File: src/rtl/tprot_pkg.sv
package tprot_pkg;

    typedef enum logic [1:0] {
        CH_RUN   = 2'd0,
        CH_JOFF  = 2'd1,
        CH_CHOLD = 2'd2
    } ch_state_e;

    typedef struct packed {
        logic cmd;
        logic j_trip;
        logic j_cool;
    } ch_in_t;

    // Next state of one channel; case_warn is the registered case warning.
    function automatic ch_state_e ch_next(ch_state_e s, ch_in_t in, logic case_warn);
        ch_state_e n;
        n = s;
        case (s)
            CH_RUN: begin
                if (in.cmd && in.j_trip) n = CH_JOFF;
            end
            CH_JOFF: begin
                if (!in.cmd)           n = CH_RUN;
                else if (case_warn)    n = CH_CHOLD;
                else if (in.j_cool)    n = CH_RUN;
            end
            CH_CHOLD: begin
                if (!in.cmd)                    n = CH_RUN;
                else if (!case_warn && in.j_cool) n = CH_RUN;
            end
            default: n = CH_RUN;
        endcase
        return n;
    endfunction

endpackage

File: src/rtl/tprot_case_hyst.sv
module tprot_case_hyst (
    input  logic clk,
    input  logic rst,
    input  logic case_hot,
    input  logic case_cool,
    output logic warn
);
    always_ff @(posedge clk) begin
        if (rst)            warn <= 1'b0;
        else if (case_hot)  warn <= 1'b1;
        else if (case_cool) warn <= 1'b0;
    end
endmodule

File: src/rtl/tprot_chan.sv
module tprot_chan
    import tprot_pkg::*;
(
    input  logic   clk,
    input  logic   rst,
    input  ch_in_t in,
    input  logic   case_warn,
    output logic   en,
    output logic   overtemp,
    output logic   evt
);
    ch_state_e st_q, st_d;

    always_comb st_d = ch_next(st_q, in, case_warn);

    always_ff @(posedge clk) begin
        if (rst) begin
            st_q <= CH_RUN;
            evt  <= 1'b0;
        end else begin
            st_q <= st_d;
            evt  <= (st_q == CH_RUN) && (st_d == CH_JOFF);
        end
    end

    assign en       = in.cmd && (st_q == CH_RUN);
    assign overtemp = (st_q != CH_RUN);
endmodule

File: src/rtl/tprot_fault_merge.sv
module tprot_fault_merge #(
    parameter int NCH = 8
) (
    input  logic [NCH-1:0] overtemp,
    input  logic           parity_fail,
    output logic           fault_n
);
    assign fault_n = !((|overtemp) || parity_fail);
endmodule

File: src/rtl/chan_thermal_guard.sv
module chan_thermal_guard
    import tprot_pkg::*;
#(
    parameter int NCH = 8
) (
    input  logic           clk,
    input  logic           rst,
    input  logic [NCH-1:0] cmd,
    input  logic [NCH-1:0] j_trip,
    input  logic [NCH-1:0] j_cool,
    input  logic           case_hot,
    input  logic           case_cool,
    input  logic           parity_fail,
    output logic [NCH-1:0] ch_en,
    output logic           fault_n,
    output logic           case_warn_n,
    output logic [NCH-1:0] ovt_evt
);
    logic           warn;
    logic [NCH-1:0] overtemp;

    tprot_case_hyst u_case (
        .clk      (clk),
        .rst      (rst),
        .case_hot (case_hot),
        .case_cool(case_cool),
        .warn     (warn)
    );

    for (genvar i = 0; i < NCH; i++) begin : g_ch
        ch_in_t ci;
        assign ci = '{cmd: cmd[i], j_trip: j_trip[i], j_cool: j_cool[i]};
        tprot_chan u_chan (
            .clk      (clk),
            .rst      (rst),
            .in       (ci),
            .case_warn(warn),
            .en       (ch_en[i]),
            .overtemp (overtemp[i]),
            .evt      (ovt_evt[i])
        );
    end

    tprot_fault_merge #(.NCH(NCH)) u_fault (
        .overtemp   (overtemp),
        .parity_fail(parity_fail),
        .fault_n    (fault_n)
    );

    assign case_warn_n = !warn;
endmodule

File: config.mk
export PLATFORM = sky130hd
export DESIGN_NAME = chan_thermal_guard
export DESIGN_NICKNAME = d
export VERILOG_FILES = /design/src/rtl/tprot_pkg.sv /design/src/rtl/tprot_case_hyst.sv /design/src/rtl/tprot_chan.sv /design/src/rtl/tprot_fault_merge.sv /design/src/rtl/chan_thermal_guard.sv
export SDC_FILE = /design/constraint.sdc
export NUM_CORES = 1
export LEC_CHECK = 0
export BUFFER_PORTS_ARGS = -buffer_cell sky130_fd_sc_hd__buf_2
export CAP_MARGIN = 25
export CORE_AREA = 2 2 57 54
export DETAILED_ROUTE_END_ITERATION = 10
export DIE_AREA = 0 0 59 56
export PLACE_DENSITY_LB_ADDON = 0.05
export SYNTH_ARGS = -nofsm -noshare
export SYNTH_HDL_FRONTEND = slang
export SYNTH_HIERARCHICAL = 1
export SYNTH_SLANG_ARGS = --single-unit
File: constraint.sdc
create_clock -name clk -period 2.1 [get_ports clk]
set_clock_uncertainty 0.05 [all_clocks]
set_input_delay 0.315 -clock clk [delete_from_list [all_inputs] [get_ports clk]]
set_output_delay 0.315 -clock clk [all_outputs]
set_load 0.01 [all_outputs]
Yosys cells after proc, flatten, opt, wreduce, memory -nomap -nowiden
Index checks and enable logic that the tools add are counted.

Register bits: 25. Output and inout port bits: 18. Word-level logic and storage cells: 152.

Equal/unequal tests: 24. Mux-type cells: 58. Reduce and logical (&&, ||, !) cells: 53.

Operator list (count): $mux 2 (48); $pmux 2 s3 (8); $eq 2x1->1 const B (16); $logic_and 1x1->1 (32); $reduce_bool 2->1 (9); $eq 2x2->1 const B (8); $logic_not 2->1 (8); $reduce_or 8->1 (1); $logic_not 1->1 (2); $mux 1 (2); $logic_or 1x1->1 (1).

Depth between registers and ports, before layout
Gate-level depths: netlist of the first run.

Depth in word-level cells: 7. Depth in mapped cells: 3. Depth with buffers taken out: 3.

Hierarchy
The synthesis of the first run kept the hierarchy.

Modules (own cells, without submodules): tprot_chan at g_ch[0].u_chan ... (instances 6, cells an instance 17, area an instance 141.4 sq um, sequential area each 60.1 sq um); tprot_chan at g_ch[6].u_chan ... (instances 2, cells an instance 14, area an instance 146.4 sq um, sequential area each 60.1 sq um); tprot_case_hyst (instances 1, cells an instance 4, area an instance 38.8 sq um, sequential area each 20.0 sq um); tprot_fault_merge (instances 1, cells an instance 3, area an instance 26.3 sq um, sequential area each 0.0 sq um); chan_thermal_guard (instances 1, cells an instance 1, area an instance 3.8 sq um, sequential area each 0.0 sq um).

Worst setup path before layout of the first run
No wires, ideal clock.

Path kind: reg2out. Start point: register g_ch[7].u_chan.st_q[0]. End point: output fault_n. Data arrival time: 1.387 ns. Required time: 1.735 ns. Slack: 0.348 ns. Cell stages (with the launch flop): 4. Path through: dfxtp_1 > or2_1 > or4_1 > nor4_2.

Cells in the longest elaborated chain, start to end: 4.

RTL lines: start: declaration (line tprot_chan.sv:12) `ch_state_e st_q, st_d;`; start signal: assignment (line tprot_chan.sv:21) `st_q <= st_d;`; $reduce_bool 2->1 (line tprot_chan.sv:27) `assign overtemp = (st_q != CH_RUN);`; via overtemp[7] (line chan_thermal_guard.sv:20) `logic [NCH-1:0] overtemp;`; $reduce_or 8->1 (line tprot_fault_merge.sv:8) `assign fault_n = !((|overtemp) || parity_fail);`; $logic_or 1x1->1 (line tprot_fault_merge.sv:8); $logic_not 1->1 (line tprot_fault_merge.sv:8); end: declaration (line chan_thermal_guard.sv:15) `output logic fault_n,`.

The timed path passes the listed nets, and every way through them passes these cells.

Final worst setup path of the first run
Start point: register g_ch[7].u_chan.st_q[1]. End point: output fault_n.

Same word-level chain as after synthesis.

==> impl_table.tex, run 1 <==
\begin{tabular}{lr}
\hline
Metric & Value \\
\hline
\multicolumn{2}{l}{\textbf{Status}} \\
\quad Outcome & finished, final reports clean \\
\multicolumn{2}{l}{\textbf{Yosys}} \\
\quad Post-Synth XOR/XNOR Area & 1.45\% \\
\quad Fraction of synthesized area in multiplexers & 0\% \\
\quad Adder and majority cell fraction of the synthesized area & 0\% \\
\quad Distinct cell type count after synthesis & 22 \\
\quad Async S/R FF share, synth & 0\% \\
\quad Main combinational cell family by area after synthesis & simple AND/OR/NAND/NOR gates \\
\quad Sequential area share after synthesis & between 40\% and 50\% \\
\quad YS warnings & 6 \\
\quad Net count after synthesis & about 170 \\
\quad Gate count after technology mapping & 138 \\
\quad Simple-Gate Fraction of Synth Area & about two fifths \\
\quad Post-synth EDFFs & 0 \\
\quad Average cell area after synthesis & between 8 and 9 sq um \\
\quad Post-synthesis register bit count & 25 \\
\quad Dominant synthesized flop cell & dfxtp\_1 \\
\quad Area of the mapped netlist & $\sim$1200 sq um \\
\quad Share of the synthesized area in compound gates (AO/OA/AOI/OAI) & a little under an eighth \\
\multicolumn{2}{l}{\textbf{Power}} \\
\quad Maximum vdd ir drop & around 0.00033 V \\
\quad Reported leakage power & around 0.74 nW \\
\quad P per Cell Area & around 560 nW/um\^{}2 \\
\quad Sum of internal, switching and leakage power & 874 uW \\
\multicolumn{2}{l}{\textbf{Setup path}} \\
\quad Crit path max fanout & 2 \\
\quad Internal reg-to-reg setup slack & about 0.55 ns \\
\quad Data arrival time at the worst-slack endpoint & approximately 1.7 ns \\
\quad Class of the most critical setup path & flip-flop to primary output \\
\quad Required time at the worst-slack endpoint & 1.74 ns \\
\quad Critical path launch point type & flip-flop \\
\quad Capturing element type of the critical path & primary output \\
\multicolumn{2}{l}{\textbf{Routing}} \\
\quad Sum of routed wire length over all layers & approximately 2500 um \\
\quad Met1 WL & 1180 um \\
\quad Antenna violation net count after detailed routing & 0 \\
\quad Highest signal layer in the routed design & met4 \\
\quad Vias & roughly 1,100 \\
\quad Detailed-route wire length per cell & between 10 and 15 um \\
\quad First-pass detailed-route iteration total & 2 \\
\quad DR vias/cell & slightly below 5 \\
\quad Count of routing violations after the opening detailed-route iteration & 26 \\
\quad Met2 routed WL & 1210 um \\
\quad WL met3 & around 120 um \\
\quad Final routed DRC violation total & 0 \\
\multicolumn{2}{l}{\textbf{STA}} \\
\quad Slew at the pin closest to its max-slew limit & 0.714 ns \\
\quad Unrepaired setup endpoints after global routing & yes \\
\quad Highest achievable clock rate & between 400 and 500 MHz \\
\quad Fraction of the cycle the final worst path needs & between 90\% and 100\% \\
\quad Setup-violating endpoint count in the final report & 0 \\
\quad Post-Route Setup TNS & 0 ns \\
\quad Max-slew violations & 0 \\
\quad Max\_slew headroom & 52.3\% \\
\quad Min cycle time layout & 2.09 ns \\
\quad Final Hold Vio Count & 0 \\
\multicolumn{2}{l}{\textbf{CTS}} \\
\quad Clock transition time at the flip-flop clock pins of the worst setup and hold paths & about 0.13 ns \\
\quad Clock insertion delay at the later pin of the skew report & roughly 0.30 ns \\
\quad Maximum count of clock buffers along a single path & 2 \\
\quad Deepest level of the CTS H-tree & 1 \\
\quad CTS Root Cell & clkbuf\_4 \\
\quad Sinks on the clock net & 25 \\
\quad Clock tree from TritonCTS & done \\
\quad Clock buffers created by TritonCTS & 3 \\
\multicolumn{2}{l}{\textbf{Cells and area}} \\
\quad Final nets & around 230 \\
\quad Footprint of the multi-input gates & approximately 660 sq um \\
\quad Filler Cell Count & $\sim$270 \\
\quad Post-layout instance area & 1570 sq um \\
\quad Share of layout cells above drive strength 1 & between 40\% and 50\% \\
\quad Area overhead of the layout relative to synthesis & 30.0\% \\
\quad Storage cell area & roughly 500 sq um \\
\quad Count of inserted antenna diode cells & 0 \\
\multicolumn{2}{l}{\textbf{Global route}} \\
\quad Global-route wire length before repair & 4420 um \\
\quad Via count of the first global-routing pass & approximately 1,100 \\
\quad Antenna violations before repair & 0 \\
\quad Maximum number of pins on one net before global-route repair & 25 \\
\quad Remaining Overflow, GRT & 0 \\
\quad GRT Total Usage & 16.7\% \\
\multicolumn{2}{l}{\textbf{Flow run}} \\
\quad Max-cap violations & 0 \\
\multicolumn{2}{l}{\textbf{Floorplan}} \\
\quad Row Count & 18 \\
\quad Core area & 2660 sq um \\
\quad Chip Height & roughly 56 um \\
\quad Area of the die & between 3000 and 4000 sq um \\
\quad Effective utilization at floorplan & between 40\% and 50\% \\
\quad Horizontal die dimension & 59 um \\
\quad Count of boundary I/O pins & 47 \\
\multicolumn{2}{l}{\textbf{Hold path}} \\
\quad Path class of the lowest-slack min-delay path & input port to flip-flop \\
\multicolumn{2}{l}{\textbf{Placed design}} \\
\quad Port bufs & between 40 and 50 \\
\quad Post-DP HPWL & 1880 um \\
\quad Routability-driven placement congestion ratio & about 0.70 \\
\quad Area after DPL & 1480 sq um \\
\hline
\end{tabular}
## layout make-up
class                   instances  share of cell area [%]
clock buffers                   4                    1.67
inverters                      16                    3.82
multi-input cells              97                    41.8
flip-flops and latches         25                    32.3
well taps                      30                    2.39
repair buffers                 53                    18.0
## metal layers
metal / up-vias / global-route usage, %
li1: 579 / -
met1: 487 / 21.8
met2: 26 / 28.6
met3: 2 / 3.02
met4: 0 / 2.92
met5: - / 0
## through the flow
step	util, %	worst slack, ns	std cells	hold WS, ns
after floorplan	-	0.348	138	0.327
after global placement	55.6	0.201	214	0.430
after detailed placement	55.6	0.202	214	0.436
after CTS	59.1	-0.0101	225	0.119
after global routing	59.2	-0.0643	225	0.105
final	59.2	0.0148	225	0.132
## final timing paths
path	startpoint	end	cells past startpoint
worst min-delay path	j_cool[6]	g_ch[6].u_chan/st_q[1]	2
worst max register to register	u_case/warn	g_ch[6].u_chan/st_q[0]	2
worst min register to register	g_ch[0].u_chan/st_q[0]	g_ch[0].u_chan/st_q[0]	2
worst max-delay path	g_ch[7].u_chan/st_q[1]	fault_n	4
## where the power goes
| part | leakage, nW | switching (mW) | total, mW | internal, mW |
|---|---|---|---|---|
| Clock | 0.0150 | 0.132 | 0.206 | 0.0739 |
| Combinational | 0.516 | 0.0807 | 0.163 | 0.0824 |
| Sequential | 0.207 | 0.0143 | 0.505 | 0.491 |
## Yosys cell counts, types with 6 or more instances
cell / count / area share (%)
dfxtp_1: 25 / 41
a31oi_1: 6 / 3.1
nor3_1: 6 / 2.5
or2_1: 8 / 4.1
nand2b_1: 9 / 4.7
a21oi_2: 7 / 5.1
nor2_2: 6 / 3.1
nand2_1: 12 / 3.7
and3b_1: 6 / 4.3
nor2_1: 14 / 4.3
inv_1: 16 / 5.0
or3_4: 6 / 5.6
## state kept, by name (all words and copies together), names as in the netlist
name,count
g_ch.u_chan/st_q,16
g_ch.u_chan/evt,8
u_case/warn,1
## cells by family (layout without fill, tap and decap cells)
| group | after synthesis | count (layout) |
|---|---|---|
| AO/OA/AOI/OAI | 17 | 17 |
| XOR/XNOR | 2 | 2 |
| buffers and inverters | 16 | 73 |
| flip-flops | 25 | 25 |
| AND/OR/NAND/NOR | 78 | 78 |
## critical path: stages (launching register included)
cell and delay, ns:
dfxtp_2 0.35, or2_4 0.24, or4_4 0.51, nor4_2 0.14, buf_2 0.17
## timing repair
item                       in CTS  in global routing
gates cloned                    0                  0
setup endpoints to repair       1                  1
hold buffers                    0                  0
setup buffers                   7                  0
gates resized for setup         8                  1
pin swaps                       3                  0
## layout by cell type, fill, tap and decap left out, types with 3 or more instances in the layout
master    count
dfxtp_1      19
buf_4         7
nand2_1      12
nor3_1        6
or2_1         6
dfxtp_2       6
or3_4         6
inv_1        16
nor2_1       14
clkbuf_4      3
and3b_1       6
nand2b_1      9
a31oi_1       6
buf_2        46
a21oi_2       7
nor2_2        6
(Power assumes the default switching activity.)
==> run 2, diff against run 1 <==
--- a/config.mk
+++ b/config.mk
@@ -7,9 +7,9 @@
 export LEC_CHECK = 0
 export BUFFER_PORTS_ARGS = -buffer_cell sky130_fd_sc_hd__buf_2
 export CAP_MARGIN = 25
-export CORE_AREA = 2 2 57 54
+export CORE_AREA = 2 2 55 52
 export DETAILED_ROUTE_END_ITERATION = 10
-export DIE_AREA = 0 0 59 56
+export DIE_AREA = 0 0 57 54
 export PLACE_DENSITY_LB_ADDON = 0.05
 export SYNTH_ARGS = -nofsm -noshare
 export SYNTH_HDL_FRONTEND = slang
==> constraint.sdc (replaced) <==
create_clock -name clk -period 2.6 [get_ports clk]
set_clock_uncertainty 0.05 [all_clocks]
set_input_delay 0.39 -clock clk [delete_from_list [all_inputs] [get_ports clk]]
set_output_delay 0.39 -clock clk [all_outputs]
set_load 0.01 [all_outputs]
==> run 2 against run 1 <==
  * Count of clock-buffer cells in the layout is the same
  * Critical path depth is the same
  * Die area shrank 6.8%
  * First-iteration DRC count shrank 58%
  * Sequential power shrank 19%
==> impl_table.tex, run 2 (synthesized netlist as in run 1, its figures left out) <==
\begin{tabular}{lr}
\hline
Metric & Value \\
\hline
\multicolumn{2}{l}{\textbf{Hold path}} \\
\quad Path class of the lowest-slack min-delay path & input port to flip-flop (unchanged) \\
\multicolumn{2}{l}{\textbf{Power}} \\
\quad Reported leakage power & 0.696 nW (was 0.738 nW) \\
\quad Switching power total & 192 uW (was 227 uW) \\
\quad Register share of total power & 57.7\% (was 57.8\%) \\
\quad Combinational share of power & 17.3\% (was 18.7\%) \\
\quad Fraction of power spent switching nets & 27.1\% (was 26.0\%) \\
\quad Sum of internal, switching and leakage power & 709 uW (was 874 uW) \\
\quad Clock share of power & 25.0\% (was 23.6\%) \\
\quad Maximum vdd ir drop & 0.000308 V (was 0.000330 V) \\
\quad Internal Power & 516 uW (was 647 uW) \\
\quad P per Cell Area & 471 nW/um\^{}2 (was 556 nW/um\^{}2) \\
\multicolumn{2}{l}{\textbf{Cells and area}} \\
\quad Filler Cell Count & 250 (was 265) \\
\quad Count of inserted antenna diode cells & 0 (unchanged) \\
\quad Top reg by flops & g\_ch.u\_chan/st\_q (unchanged) \\
\quad Commonest cells after routing, fill and taps aside & buf\_2 (46), dfxtp\_1 (25), inv\_1 (16) (was buf\_2 (46), dfxtp\_1 (19), inv\_1 (16)) \\
\quad Most common library cell in the layout ignoring fill and taps & buf\_2 (unchanged) \\
\quad Area overhead of the layout relative to synthesis & 24.3\% (was 30.0\%) \\
\quad Share of layout cells above drive strength 1 & 37.8\% (was 44.6\%) \\
\quad Flip-flop count of the largest register, all copies and words added & 16 (unchanged) \\
\quad Final nets & 218 (was 225) \\
\quad Largest registers & g\_ch.u\_chan/st\_q x16, g\_ch.u\_chan/evt x8, u\_case/warn x1 (unchanged) \\
\quad Post-layout instance area & 1500 sq um (was 1570 sq um) \\
\quad Final Core Density & 58.6\% (was 59.2\%) \\
\multicolumn{2}{l}{\textbf{CTS}} \\
\quad CTS Root Cell & clkbuf\_4 (unchanged) \\
\quad Clock insertion delay at the later pin of the skew report & 0.32 ns (was 0.30 ns) \\
\quad Clock buffers created by TritonCTS & 3 (unchanged) \\
\quad CTS Hold Buffers Added & 0 (unchanged) \\
\quad PostCTS Resize Cnt & 0 (was 8) \\
\quad Clock tree from TritonCTS & done (unchanged) \\
\quad Post-CTS setup repair buffer count & 0 (was 7) \\
\quad Clock transition time at the flip-flop clock pins of the worst setup and hold paths & 0.13 ns (about the same) \\
\quad Maximum count of clock buffers along a single path & 2 (unchanged) \\
\quad Sinks on the clock net & 25 (unchanged) \\
\quad Deepest level of the CTS H-tree & 1 (unchanged) \\
\multicolumn{2}{l}{\textbf{Setup path}} \\
\quad Crit path max-delay family & simple AND/OR/NAND/NOR gates (unchanged) \\
\quad Count of buffer and inverter cells on the critical path & 1 (unchanged) \\
\quad Data arrival time at the worst-slack endpoint & 1.91 ns (was 1.72 ns) \\
\quad Class of the most critical setup path & flip-flop to primary output (unchanged) \\
\quad Required time at the worst-slack endpoint & 2.16 ns (was 1.74 ns) \\
\quad Crit path max fanout & 4 (was 2) \\
\quad Cell type of the slowest stage on the worst timing path & or4\_1 (was or4\_4) \\
\quad Worst path max stage delay & 0.57 ns (was 0.51 ns) \\
\quad Critical path launch point type & flip-flop (unchanged) \\
\quad Crit path cell chain & or2\_1 > or4\_1 > nor4\_2 > buf\_2 (was or2\_4 > or4\_4 > nor4\_2 > buf\_2) \\
\quad Capturing element type of the critical path & primary output (unchanged) \\
\multicolumn{2}{l}{\textbf{STA}} \\
\quad Final Hold Vio Count & 0 (unchanged) \\
\quad Unrepaired setup endpoints after global routing & no (was yes) \\
\quad Max-slew violations & 0 (unchanged) \\
\quad Max\_slew headroom & 52.5\% (was 52.3\%) \\
\quad Fraction of the cycle the final worst path needs & 90.4\% \\
\quad Slew at the pin closest to its max-slew limit & 0.712 ns (was 0.714 ns) \\
\quad Setup-violating endpoint count in the final report & 0 (unchanged) \\
\quad Post-Route Setup TNS & 0 ns (unchanged) \\
\quad Highest achievable clock rate & 425 MHz \\
\quad Min cycle time layout & around 2.4 ns \\
\multicolumn{2}{l}{\textbf{Global route}} \\
\quad Remaining Overflow, GRT & 0 (unchanged) \\
\quad Maximum number of pins on one net before global-route repair & 25 (unchanged) \\
\quad Global-route wire length before repair & 3930 um (was 4420 um) \\
\quad GRT Total Usage & 16.6\% (was 16.7\%) \\
\quad Via count of the first global-routing pass & 957 (was 1,106) \\
\quad Antenna violations before repair & 0 (unchanged) \\
\multicolumn{2}{l}{\textbf{Placed design}} \\
\quad Area after DPL & 1480 sq um (unchanged) \\
\quad Port bufs & 46 (unchanged) \\
\quad Routability-driven placement congestion ratio & 0.704 (was 0.698) \\
\quad Post-DP HPWL & 1830 um (was 1880 um) \\
\multicolumn{2}{l}{\textbf{Routing}} \\
\quad Antenna violation net count after detailed routing & 0 (unchanged) \\
\quad First-pass detailed-route iteration total & 4 (was 2) \\
\quad Final routed DRC violation total & 0 (unchanged) \\
\quad Vias & 1,082 (was 1,094) \\
\quad DR vias/cell & 4.96 (was 4.86) \\
\quad Sum of routed wire length over all layers & 2460 um (was 2530 um) \\
\quad Detailed-route wire length per cell & 11.3 um (was 11.2 um) \\
\quad Count of routing violations after the opening detailed-route iteration & 11 (was 26) \\
\multicolumn{2}{l}{\textbf{Floorplan}} \\
\quad Area of the die & 3080 sq um (was 3300 sq um) \\
\quad Horizontal die dimension & 57 um (was 59 um) \\
\quad Row Count & 18 (unchanged) \\
\quad Effective utilization at floorplan & 47.1\% (was 45.5\%) \\
\quad Core area & 2570 sq um (was 2660 sq um) \\
\quad Count of boundary I/O pins & 47 (unchanged) \\
\quad Chip Height & 54 um (was 56 um) \\
\multicolumn{2}{l}{\textbf{Status}} \\
\quad Outcome & finished, final reports clean (unchanged) \\
\multicolumn{2}{l}{\textbf{Flow run}} \\
\quad Max-cap violations & 0 (unchanged) \\
\hline
\end{tabular}
-- run 2: through the flow --
stage / setup slack (ns) / std cells / hold slack, ns
after floorplan: 0.773 / 138 / 0.402
after global placement: 0.623 / 214 / 0.429
after detailed placement: 0.616 / 214 / 0.435
after CTS: 0.234 / 218 / 0.186
after global routing: 0.172 / 218 / 0.201
final: 0.249 / 218 / 0.203
-- run 2: per-layer routing --
| metal | track usage (%) | up-vias | wire, um |
|---|---|---|---|
| li1 | - | 569 | - |
| met1 | 20.3 | 481 | 1170 |
| met2 | 29.1 | 28 | 1130 |
| met3 | 2.64 | 4 | 134 |
| met4 | 7.36 | 0 | 23 |
| met5 | 0 | - | 0 |
-- run 2: layout make-up --
cell class	count	area [sq um]	share of cell area, %
clock buffer	4	26.3	1.75
inverter	16	60.1	3.99
multi-input combinational	97	649	43.2
sequential	25	500	33.3
tap	30	37.5	2.50
timing repair buffer	46	230	15.3
-- run 2: final timing paths --
kind | endpoint | cells after the start | from | slack (ns)
max | fault_n | 4 | g_ch[4].u_chan/st_q[1] | 0.25
min | g_ch[7].u_chan/st_q[1] | 2 | j_cool[7] | 0.20
max reg2reg | g_ch[6].u_chan/st_q[0] | 2 | u_case/warn | 1.08
min reg2reg | g_ch[0].u_chan/st_q[0] | 2 | g_ch[0].u_chan/st_q[0] | 0.46
-- run 2: power by group through the flow --
stage / Combinational, mW / Clock (mW) / Sequential [mW]
global route: 0.137 / 0.196 / 0.412
global placement: 0.121 / 0 / 0.416
floorplan: 0.0696 / 0 / 0.416
finish: 0.123 / 0.177 / 0.409
CTS: 0.124 / 0.188 / 0.409
detailed placement: 0.123 / 0 / 0.417
-- run 2: worst register-to-register path, cell delays in order (launching register included) --
cell       delay [ns]
dfxtp_1          0.56
or3b_1           0.47
a2111oi_2        0.36
==> run 3, diff against run 2 <==
--- a/config.mk
+++ b/config.mk
@@ -7,9 +7,9 @@
 export LEC_CHECK = 0
 export BUFFER_PORTS_ARGS = -buffer_cell sky130_fd_sc_hd__buf_2
 export CAP_MARGIN = 25
-export CORE_AREA = 2 2 55 52
+export CORE_AREA = 2 2 57 54
 export DETAILED_ROUTE_END_ITERATION = 10
-export DIE_AREA = 0 0 57 54
+export DIE_AREA = 0 0 59 56
 export PLACE_DENSITY_LB_ADDON = 0.05
 export SYNTH_ARGS = -nofsm -noshare
 export SYNTH_HDL_FRONTEND = slang
==> constraint.sdc (replaced) <==
create_clock -name clk -period 2.7 [get_ports clk]
set_clock_uncertainty 0.05 [all_clocks]
set_input_delay 0.405 -clock clk [delete_from_list [all_inputs] [get_ports clk]]
set_output_delay 0.405 -clock clk [all_outputs]
set_load 0.01 [all_outputs]
==> run 3 against run 2 <==
  * Critical path depth did not move
  * Wire length fell by 0.57%
  * Count of clock-buffer cells in the layout did not move
  * Global-route usage rose by 0.23 points
  * Die area rose by 7.3%
  * Clock power fell by 7%
  * Sequential power fell by 4%
  * First-iteration DRC count rose to 3.0 times the previous value
  * Register-to-register slack improved by 0.09 ns
  * Final cell count did not move
  * Non-clock buffer count did not move
  * Critical path type unchanged
  * Critical endpoint unchanged
  * Largest power group unchanged
==> impl_table.tex, run 3 (synthesized netlist as in run 1, its figures left out) <==
\begin{tabular}{lr}
\hline
Metric & Value \\
\hline
\multicolumn{2}{l}{\textbf{Global route}} \\
\quad Via count of the first global-routing pass & 1,103 (was 957) \\
\quad Routing layer with the top usage in global route & met2 (unchanged) \\
\quad Met2 global-route usage & 28.1\% (was 29.1\%) \\
\quad Maximum number of pins on one net before global-route repair & 25 (unchanged) \\
\quad Global-route wire length before repair & 4420 um (was 3930 um) \\
\quad Antenna violations before repair & 0 (unchanged) \\
\quad GR met1 Demand/Resource & 21.2\% (was 20.3\%) \\
\quad GRT Total Usage & 16.8\% (was 16.6\%) \\
\quad Remaining Overflow, GRT & 0 (unchanged) \\
\quad GRT met3 Usage & 5.35\% (was 2.64\%) \\
\multicolumn{2}{l}{\textbf{Setup path}} \\
\quad Required time at the worst-slack endpoint & 2.25 ns (was 2.16 ns) \\
\quad Capturing element type of the critical path & primary output (unchanged) \\
\quad Class of the most critical setup path & flip-flop to primary output (unchanged) \\
\quad Worst path max stage delay & 0.54 ns (was 0.57 ns) \\
\quad Data arrival time at the worst-slack endpoint & 1.90 ns (was 1.91 ns) \\
\quad Capture point of the worst reg-to-reg path & g\_ch[7].u\_chan/st\_q[0] (was g\_ch[6].u\_chan/st\_q[0]) \\
\quad Crit path max fanout & 5 (was 4) \\
\quad Crit path cell chain & or2\_1 > or4\_1 > nor4\_2 > buf\_2 (unchanged) \\
\quad Startpoint of the worst-slack reg-to-reg timing path & u\_case/warn (unchanged) \\
\quad Critical path launch point type & flip-flop (unchanged) \\
\quad Internal reg-to-reg setup slack & 1.17 ns (was 1.08 ns) \\
\quad Number of cell instances on the worst register-to-register path & 2 (unchanged) \\
\quad Cell type of the slowest stage on the worst timing path & or4\_1 (unchanged) \\
\multicolumn{2}{l}{\textbf{Routing}} \\
\quad DR vias/cell & 5.01 (was 4.96) \\
\quad Detailed-route wire length per cell & 11.2 um (was 11.3 um) \\
\quad Sum of routed wire length over all layers & 2450 um (was 2460 um) \\
\quad Count of routing violations after the opening detailed-route iteration & 33 (was 11) \\
\quad Antenna violation net count after detailed routing & 0 (unchanged) \\
\quad First-pass detailed-route iteration total & 5 (was 4) \\
\quad Vias & 1,092 (was 1,082) \\
\quad Final routed DRC violation total & 0 (unchanged) \\
\multicolumn{2}{l}{\textbf{STA}} \\
\quad Post-Route Setup TNS & 0 ns (unchanged) \\
\quad Min cycle time layout & between 2 and 2.5 ns \\
\quad Setup-violating endpoint count in the final report & 0 (unchanged) \\
\quad Hold slack final & 0.220 ns (was 0.203 ns) \\
\quad Slew at the pin closest to its max-slew limit & 0.720 ns (was 0.712 ns) \\
\quad Final Hold Vio Count & 0 (unchanged) \\
\quad Max-slew violations & 0 (unchanged) \\
\quad Max\_slew headroom & 51.9\% (was 52.5\%) \\
\quad Unrepaired setup endpoints after global routing & no (unchanged) \\
\quad Highest achievable clock rate & 424 MHz \\
\quad Fraction of the cycle the final worst path needs & 87.3\% \\
\multicolumn{2}{l}{\textbf{Power}} \\
\quad P per Cell Area & 450 nW/um\^{}2 (was 471 nW/um\^{}2) \\
\quad Reported leakage power & 0.696 nW (unchanged) \\
\quad Sum of internal, switching and leakage power & 676 uW (was 709 uW) \\
\quad Maximum vdd ir drop & 0.000312 V (was 0.000308 V) \\
\multicolumn{2}{l}{\textbf{CTS}} \\
\quad Sinks on the clock net & 25 (unchanged) \\
\quad CTS Hold Buffers Added & 0 (unchanged) \\
\quad PostCTS Resize Cnt & 0 (unchanged) \\
\quad CTS Root Cell & clkbuf\_4 (unchanged) \\
\quad Clock tree from TritonCTS & done (unchanged) \\
\quad Clock insertion delay at the later pin of the skew report & 0.31 ns (was 0.32 ns) \\
\quad Maximum count of clock buffers along a single path & 2 (unchanged) \\
\quad Deepest level of the CTS H-tree & 1 (unchanged) \\
\quad Clock transition time at the flip-flop clock pins of the worst setup and hold paths & 0.13 ns (about the same) \\
\quad Post-CTS setup repair buffer count & 0 (unchanged) \\
\quad Clock buffers created by TritonCTS & 3 (unchanged) \\
\multicolumn{2}{l}{\textbf{Cells and area}} \\
\quad Count of inserted antenna diode cells & 0 (unchanged) \\
\quad Share of layout cells above drive strength 1 & 37.8\% (unchanged) \\
\quad Flip-flop count of the largest register, all copies and words added & 16 (unchanged) \\
\quad Commonest cells after routing, fill and taps aside & buf\_2 (46), dfxtp\_1 (25), inv\_1 (16) (unchanged) \\
\quad Final nets & 218 (unchanged) \\
\quad Most common library cell in the layout ignoring fill and taps & buf\_2 (unchanged) \\
\quad Top reg by flops & g\_ch.u\_chan/st\_q (unchanged) \\
\quad Area overhead of the layout relative to synthesis & 24.3\% (unchanged) \\
\quad Filler Cell Count & 259 (was 250) \\
\quad Largest registers & g\_ch.u\_chan/st\_q x16, g\_ch.u\_chan/evt x8, u\_case/warn x1 (unchanged) \\
\multicolumn{2}{l}{\textbf{Placed design}} \\
\quad Port bufs & 46 (unchanged) \\
\quad Routability-driven placement congestion ratio & 0.703 (was 0.704) \\
\quad Post-DP HPWL & 1900 um (was 1830 um) \\
\multicolumn{2}{l}{\textbf{Floorplan}} \\
\quad Area of the die & 3300 sq um (was 3080 sq um) \\
\quad Count of boundary I/O pins & 47 (unchanged) \\
\quad Row Count & 18 (unchanged) \\
\quad Chip Height & 56 um (was 54 um) \\
\quad Core area & 2660 sq um (was 2570 sq um) \\
\quad Effective utilization at floorplan & 45.5\% (was 47.1\%) \\
\quad Horizontal die dimension & 59 um (was 57 um) \\
\multicolumn{2}{l}{\textbf{Hold path}} \\
\quad Worst Hold End & g\_ch[7].u\_chan/st\_q[1] (unchanged) \\
\quad Launch instance of the worst min-delay path & j\_cool[7] (unchanged) \\
\quad Cell depth of the worst min-delay path & 2 (unchanged) \\
\quad Path class of the lowest-slack min-delay path & input port to flip-flop (unchanged) \\
\multicolumn{2}{l}{\textbf{Status}} \\
\quad Outcome & finished, final reports clean (unchanged) \\
\multicolumn{2}{l}{\textbf{Flow run}} \\
\quad Max-cap violations & 0 (unchanged) \\
\hline
\end{tabular}
==> run 3: cell counts in the layout (fill, tap and decap cells not counted) <==
Identical to the previous run, type by type.
==> run 3: metal layers <==
layer  vias to the layer above  wire length (um)
li1                        570                 -
met5                         -                 0
met2                        34              1170
met4                         0                12
met3                         2               170
met1                       486              1090
==> run 3: cell type report <==
class / count / area, sq um / share of cell area (%)
clock buffer: 4 / 26.3 / 1.75
inverter: 16 / 60.1 / 3.99
multi-input combinational: 97 / 649 / 43.2
sequential: 25 / 500 / 33.3
tap: 30 / 37.5 / 2.50
timing repair buffer: 46 / 230 / 15.3
==> run 3: worst max-delay path by stage <==
| stage | startpoint | endpoint | slack [ns] | depth (start not counted) |
|---|---|---|---|---|
| CTS | g_ch[7].u_chan/st_q[0] | fault_n | 0.31 | 4 |
| floorplan | g_ch[7].u_chan/st_q[0] | fault_n | 0.86 | 3 |
| global placement | g_ch[7].u_chan/st_q[0] | fault_n | 0.71 | 4 |
| finish | g_ch[7].u_chan/st_q[0] | fault_n | 0.34 | 4 |
| global route | g_ch[7].u_chan/st_q[0] | fault_n | 0.22 | 4 |
| detailed placement | g_ch[6].u_chan/st_q[0] | fault_n | 0.70 | 4 |
==> run 3: critical path, delay by kind of cell, from the launching register on <==
kind	cells	cell delay, ns
AND/OR/NAND/NOR	3	1.05
buffers and inverters	1	0.18
flip-flops	1	0.36
==> run 3: report_power, final <==
group / total (mW) / internal, mW / switching (mW)
clock: 0.165 / 0.0578 / 0.107
combinational: 0.118 / 0.0581 / 0.0599
sequential: 0.394 / 0.381 / 0.0123
total: 0.676 / 0.497 / 0.179
==> run 3: per-stage QoR <==
stage / cells / worst slack (ns) / util (%) / area [sq um]
after floorplan: 138 / 0.858 / - / 1210
after global routing: 218 / 0.225 / 56.6 / 1500
after global placement: 214 / 0.708 / 55.6 / 1480
final: 218 / 0.342 / 56.6 / 1500
after detailed placement: 214 / 0.697 / 55.6 / 1480
after CTS: 218 / 0.314 / 56.6 / 1500
